===== config.mk =====
export PLATFORM = sky130hd
export DESIGN_NAME = xfer_sequencer
export DESIGN_NICKNAME = d
export VERILOG_FILES = /design/src/rtl/xseq_pkg.sv /design/src/rtl/xseq_ctrl.sv /design/src/rtl/xseq_rcap.sv /design/src/rtl/xfer_sequencer.sv
export SDC_FILE = /design/constraint.sdc
export NUM_CORES = 1
export LEC_CHECK = 0
export ABC_CLOCK_PERIOD_IN_PS = 2300
export BUFFER_PORTS_ARGS = -buffer_cell sky130_fd_sc_hd__buf_2
export CAP_MARGIN = 10
export CELL_PAD_IN_SITES_DETAIL_PLACEMENT = 1
export CELL_PAD_IN_SITES_GLOBAL_PLACEMENT = 1
export CORE_ASPECT_RATIO = 2
export CORE_MARGIN = 2
export CORE_UTILIZATION = 35
export DETAILED_ROUTE_END_ITERATION = 6
export PLACE_DENSITY_LB_ADDON = 0.1
export RECOVER_POWER = 100
export SYNTH_ARGS = -nofsm -noshare
export SYNTH_HDL_FRONTEND = slang
export SYNTH_HIERARCHICAL = 1
export SYNTH_SLANG_ARGS = --single-unit
export TNS_END_PERCENT = 50

===== constraint.sdc =====
create_clock -name clk -period 2.3 [get_ports clk]
set_input_delay 0.345 -clock clk [delete_from_list [all_inputs] [get_ports clk]]
set_output_delay 0.345 -clock clk [all_outputs]
set_load 0.05 [all_outputs]

===== src/rtl/xseq_pkg.sv =====
package xseq_pkg;
    typedef enum logic [1:0] {
        PH_IDLE = 2'd0,
        PH_ADDR = 2'd1,
        PH_STRB = 2'd2,
        PH_FIN  = 2'd3
    } phase_e;
endpackage


===== src/rtl/xseq_ctrl.sv =====
module xseq_ctrl
    import xseq_pkg::*;
#(
    parameter int AW = 16,
    parameter int DW = 8
) (
    input  logic          clk,
    input  logic          rst,
    input  logic          req,
    input  logic          wr,
    input  logic          io_sel,
    input  logic [AW-1:0] addr,
    input  logic [DW-1:0] wdata,
    output logic [AW-1:0] bus_addr,
    output logic [DW-1:0] bus_dout,
    output logic          bus_dout_oe,
    output logic          rd_n,
    output logic          wr_n,
    output logic          io_m,
    output logic          done,
    output logic          cap_en
);
    typedef struct packed {
        phase_e        phase;
        logic          is_wr;
        logic          is_io;
        logic [AW-1:0] adr;
        logic [DW-1:0] dat;
        logic          rd_n;
        logic          wr_n;
        logic          done;
    } ctl_t;

    localparam ctl_t CTL_RST = '{
        phase: PH_IDLE, is_wr: 1'b0, is_io: 1'b0,
        adr: '0, dat: '0, rd_n: 1'b1, wr_n: 1'b1, done: 1'b0
    };

    ctl_t ctl_d, ctl_q;

    always_comb begin
        ctl_d      = ctl_q;
        ctl_d.rd_n = 1'b1;
        ctl_d.wr_n = 1'b1;
        ctl_d.done = 1'b0;
        unique case (ctl_q.phase)
            PH_IDLE: begin
                if (req) begin
                    ctl_d.phase = PH_ADDR;
                    ctl_d.is_wr = wr;
                    ctl_d.is_io = io_sel;
                    ctl_d.adr   = addr;
                    ctl_d.dat   = wdata;
                end
            end
            PH_ADDR: begin
                ctl_d.phase = PH_STRB;
                ctl_d.rd_n  = ctl_q.is_wr;
                ctl_d.wr_n  = ~ctl_q.is_wr;
            end
            PH_STRB: begin
                ctl_d.phase = PH_FIN;
                ctl_d.done  = 1'b1;
            end
            default: begin
                ctl_d.phase = PH_IDLE;
            end
        endcase
    end

    always_ff @(posedge clk) begin
        if (rst) ctl_q <= CTL_RST;
        else     ctl_q <= ctl_d;
    end

    logic active;
    assign active      = (ctl_q.phase == PH_ADDR) || (ctl_q.phase == PH_STRB);
    assign bus_addr    = active ? ctl_q.adr : '0;
    assign bus_dout_oe = active && ctl_q.is_wr;
    assign bus_dout    = bus_dout_oe ? ctl_q.dat : '0;
    assign io_m        = active && ctl_q.is_io;
    assign rd_n        = ctl_q.rd_n;
    assign wr_n        = ctl_q.wr_n;
    assign done        = ctl_q.done;
    assign cap_en      = (ctl_q.phase == PH_STRB) && !ctl_q.is_wr;
endmodule


===== src/rtl/xseq_rcap.sv =====
module xseq_rcap #(
    parameter int DW = 8
) (
    input  logic          clk,
    input  logic          rst,
    input  logic          cap_en,
    input  logic [DW-1:0] din,
    output logic [DW-1:0] word
);
    logic [DW-1:0] word_d, word_q;

    always_comb begin
        word_d = word_q;
        if (cap_en) word_d = din;
    end

    always_ff @(posedge clk) begin
        if (rst) word_q <= '0;
        else     word_q <= word_d;
    end

    assign word = word_q;
endmodule


===== src/rtl/xfer_sequencer.sv =====
module xfer_sequencer #(
    parameter int AW = 16,
    parameter int DW = 8
) (
    input  logic          clk,
    input  logic          rst,
    input  logic          req,
    input  logic          wr,
    input  logic          io_sel,
    input  logic [AW-1:0] addr,
    input  logic [DW-1:0] wdata,
    output logic          done,
    output logic [DW-1:0] rdata,
    output logic [AW-1:0] bus_addr,
    output logic [DW-1:0] bus_dout,
    output logic          bus_dout_oe,
    input  logic [DW-1:0] bus_din,
    output logic          rd_n,
    output logic          wr_n,
    output logic          io_m
);
    logic cap_en;

    xseq_ctrl #(.AW(AW), .DW(DW)) u_ctrl (
        .clk(clk), .rst(rst), .req(req), .wr(wr), .io_sel(io_sel),
        .addr(addr), .wdata(wdata), .bus_addr(bus_addr), .bus_dout(bus_dout),
        .bus_dout_oe(bus_dout_oe), .rd_n(rd_n), .wr_n(wr_n), .io_m(io_m),
        .done(done), .cap_en(cap_en)
    );

    xseq_rcap #(.DW(DW)) u_rcap (
        .clk(clk), .rst(rst), .cap_en(cap_en), .din(bus_din), .word(rdata)
    );
endmodule


# Yosys cells after proc, flatten, opt, wreduce, memory -nomap -nowiden
# Index checks and enable logic that the tools add are counted.
dict set report totals {
  register_bits 39
  latch_bits 0
  mem_bits_rw 0
  romBits 0
  inputBits 37
  out_inout_bits 37
  word_cells 27
  memories 0
}
dict set report op_classes {
  n_addsub 0
  multipliers 0
  div_mod_pow 0
  n_lt_le_gt_ge 0
  eq_ne 3
  shifts 0
  mux 5
  n_bitwise 2
  n_reduce_logical 8
}
# cell count
set op_table {}
lappend op_table {{28-bit 2-to-1 mux} 1}
lappend op_table {{16-bit 2-to-1 mux} 1}
lappend op_table {{8-bit 2-to-1 mux} 1}
lappend op_table {{2-bit case mux with 3 select lines} 1}
lappend op_table {{1-bit logical AND} 3}
lappend op_table {{2-bit by 1-bit == test with 1-bit output, second input constant} 1}
lappend op_table {{2-bit == test, second input constant} 1}
lappend op_table {{2-bit logical NOT} 1}
lappend op_table {{2-bit inequality test, second input constant} 1}
lappend op_table {{1-bit inverter} 2}
lappend op_table {{2-bit AND reduction} 1}
lappend op_table {{2-bit OR reduction} 1}
lappend op_table {{1-bit logical NOT} 1}
lappend op_table {{1-bit logical OR} 1}
lappend op_table {{1-bit 2-to-1 mux} 1}

# Logic depth before layout (Yosys ltp)
dict set report logic_depth {
  ltp_word 4
  depth_mapped 7
  ltp_nobuf 5
}

# By module
# Netlist, hierarchy kept.
# module n_inst cells_per_inst area_each_um2 seq_area_each_um2
set modules_own_cells {}
lappend modules_own_cells {xseq_ctrl 1 165 1330.0 620.6}
lappend modules_own_cells {xseq_rcap 1 26 285.3 160.2}

# Worst setup path before layout
# Ideal clock, no wire load.
dict set report synth_timing {
  kind {flip-flop to output port}
  from {reg u_ctrl/ctl_q[30] (netlist bit)}
  to {out bus_dout[5]}
  arrival_time_ps 1476
  required_ps 1955
  slack_ps 479
  path_stages_with_launch 5
  path_buffers 1
  cell_sequence {dfxtp_1 inv_1 ha_1 clkbuf_1 and3_1}
}
dict set report synth_via {
  elab_chain_cells 4
  word_cells_on_any_way 5
  classes_between {2 x eq/ne; 1 x mux; 2 x reduce/logical}
}
# element line_no
set synth_lines {}
lappend synth_lines {{start: declaration} xseq_ctrl.sv:39} ;# ctl_t ctl_d, ctl_q;
lappend synth_lines {{start signal: assignment} xseq_ctrl.sv:73} ;# else ctl_q <= ctl_d;
lappend synth_lines {{2-bit by 1-bit == test with 1-bit output or 2-bit == test (tied branches)} xseq_ctrl.sv:77} ;# assign active = (ctl_q.phase == PH_ADDR) || (ctl_q.phase == PH_STRB);
lappend synth_lines {{1-bit logical OR *} xseq_ctrl.sv:77}
lappend synth_lines {{1-bit logical AND *} xseq_ctrl.sv:79} ;# assign bus_dout_oe = active && ctl_q.is_wr;
lappend synth_lines {{8-bit 2-to-1 mux *} xseq_ctrl.sv:80} ;# assign bus_dout = bus_dout_oe ? ctl_q.dat : '0;
lappend synth_lines {{end: declaration} xfer_sequencer.sv:15} ;# output logic [DW-1:0] bus_dout,
# Every way passes the cells marked *; elsewhere a longest branch is shown, timed or not.

# Final worst setup path
dict set report layout_timing {
  from {reg u_ctrl/ctl_q[30] (netlist bit)}
  to {out bus_dout[0]}
}
# The elaborated chain is that of the path after synthesis.

==> flow_summary.toml <==
[power_and_ir_drop]
p_seq_frac = 0.354
pwr_density_cell_mw_per_mm2 = 1220
pwr-share-clk = 0.230
switchingPower_mw = 1.07
ir_worst_vdd_uv = 601
power_frac_comb = 0.416
p_leak_nw = 0.957
power_switching_share = 0.422
internal_power_mw = 1.46

[placed_design]
hpwlAfterDp_um = 2780
numPortBuffers = 73
place_congestion = 0.672

[floorplanning]
die_w_um = 52.0
rows = 35
io_pins = 74
core_area_mm2 = 0.00451
die_height_um = 100
initial_core_util = 0.358
dieArea_mm2 = 0.00521

[clock_tree]
cts_buffer_depth = 2
cts_buffers = 5
clock_sinks = 39
htreeDepth = 2
ctsResizeCount = 0
cts_setup_buffers = 0
clk_latency_ns = 0.29
cts_tree = "built"
cts.clk_slew.worst_paths_ns = 0.08
cts_root_buf = "clkbuf_8"
cts.hold.buffers_added = 0

[detailed_routing]
first_iter_violations = 24
met1_length_um = 1680
remaining_drc_errors = 0
ant_nets = 0
dr.max_layer_used = "met4"
wl_met2_um = 2030
vias = 1473
wl_per_cell_um = 12.8
routed_wirelength_um = 4020
wl_met3_um = 233
vias_per_cell = 4.68
first_pass_iters = 4

[finish]
most-common-layout-cells = "54 x nand2_1, 42 x buf_2, 39 x dfxtp_1"
n_fill_cell = 604
area_delta_synth_final_pct = 28.5
final_common_cell = "nand2_1"
drive_gt1_frac = 0.292
register_area_um2 = 781
multi_input_area_um2 = 734
nets = 299
diodes = 0

[synth]
synth_seq_cells = 39
ys.flop_type = "dfxtp_1"
ys_warn_count = 6
synth_edf_count = 0
syn_area_mm2 = 0.00162
yosysSeqAreaShare = 0.483
synthArstFlopShare = 0
synth_fp_nets = 231
syn-instance-count = 191
postSynthAreaPerCell_um2 = 8.46
synth_cell_types = 21

[timing]
finalSetupViolCount = 0
hold_viol_final = 0
hold_slack_ns = 0.287
fin_crit_ns = 2.17
skew_ns = 0.00481
relSlewSlack = -0.183
tns_ns = 0
worstMarginPinSlew_ns = 1.77
rsz0062_at_grt = "no"
fmax_ghz = 0.462
drv_slew = 40
min_period_over_period = 0.942

[global_routing]
grt_pass1_vias = 1442
grt_use_total = 0.168
overflow = 0
grt_max_degree = 40
antenna_found_initial = 0
grt_first_pass_wirelength_um = 6640

[setup_path]
cp-start-kind = "flip-flop"
cp_data_required_time_ns = 1.96
ff2ff_path_depth = 5
arrival_ns = 1.82
path_max_fanout = 23
worstPathCellList = "inv_1, ha_1, buf_6, and3_1, clkbuf_2"
critPathSlowestCell = "dfxtp_1"
endpoint_kind = "primary output"
crit_type = "flip-flop to primary output"
slowest_delay_ns = 0.41

[flow_run]
maxCapViolCount = 1

[worst_hold_path]
hp-class = "input pin to flip-flop"
hold_depth = 3

[run_status]
status = "finished with violations"
violations = "capacitance limit, slew limit"
## Yosys cell counts (2+ instances only)
cell,count,area share
inv_1,2,0.0046
buf_6,2,0.014
nor2b_1,2,0.0077
and3_1,8,0.031
dfxtp_1,39,0.48
ha_1,3,0.023
a21oi_1,22,0.068
nand2_1,54,0.13
nor2_1,11,0.026
buf_8,2,0.019
clkbuf_1,5,0.012
mux2i_1,9,0.056
a21oi_2,4,0.022
buf_2,2,0.0062
buf_1,2,0.0046
and2_1,19,0.074
## worst paths after layout
path	end	slack (ns)	startpoint
worst max register to register	u_ctrl/ctl_q[6]	0.38	u_ctrl/ctl_q[30]
worst max-delay path	bus_dout[0]	0.13	u_ctrl/ctl_q[30]
worst min-delay path	u_ctrl/ctl_q[15]	0.29	addr[4]
worst min register to register	u_ctrl/ctl_q[20]	0.45	u_ctrl/ctl_q[20]
## through the flow
stage | util | setup slack, ns | power (mW) | cells | instance area, µm²
finish | 0.460 | 0.134 | 2.53 | 315 | 2080
global route | 0.460 | 0.00359 | 2.72 | 315 | 2080
CTS | 0.462 | 0.0389 | 2.58 | 315 | 2090
detailed placement | 0.436 | 0.371 | 1.98 | 307 | 1970
global placement | 0.436 | 0.463 | 1.95 | 307 | 1970
floorplan | - | 0.479 | 1.77 | 191 | 1620
## flip-flops by register name, indices dropped and copies added (netlist names)
name,cells
u_ctrl/wr_n,1
u_ctrl/rd_n,1
u_ctrl/done,1
u_rcap/word,8
u_ctrl/ctl_q,28
## cells by family (layout without fill, tap and decap cells)
| group | count (synthesis) | count (layout) | synth area share |
|---|---|---|---|
| AND/OR/NAND/NOR | 98 | 98 | 0.283 |
| flip-flops | 39 | 39 | 0.483 |
| AO/OA/AOI/OAI | 27 | 27 | 0.0953 |
| buffers and inverters | 15 | 84 | 0.0596 |
| multiplexers | 9 | 9 | 0.0558 |
| adder cells (fa/ha/maj) | 3 | 3 | 0.0232 |
## per-layer routing
layer / GRT usage / vias to the layer above
li1: - / 747
met1: 0.200 / 681
met2: 0.276 / 40
met3: 0.0432 / 5
met4: 0.0729 / 0
met5: 0 / -
## critical path, delay by kind of cell, from the launching register on
family        cells  cell delay (ns)
flops             1             0.41
simple gates      1             0.17
buf+inv           3             0.57
fa+ha+maj         1             0.38
## power groups by stage
stage	sequential, mW	combinational, mW	clock (mW)
6_report	0.896	1.05	0.583
2_1_floorplan	1.02	0.754	0
3_3_place_gp	0.904	1.05	0
4_1_cts	0.898	1.07	0.608
3_5_place_dp	0.912	1.07	0
5_1_grt	0.918	1.16	0.635
## layout make-up
class | instances | area share
Clock inverter | 2 | 0.0169
Sequential cell | 39 | 0.376
Clock buffer | 6 | 0.0398
Inverter | 2 | 0.00362
Timing Repair Buffer | 74 | 0.177
Multi-Input combinational cell | 137 | 0.354
Tap cell | 55 | 0.0332
No activity file was read; power rests on OpenSTA's default activity.
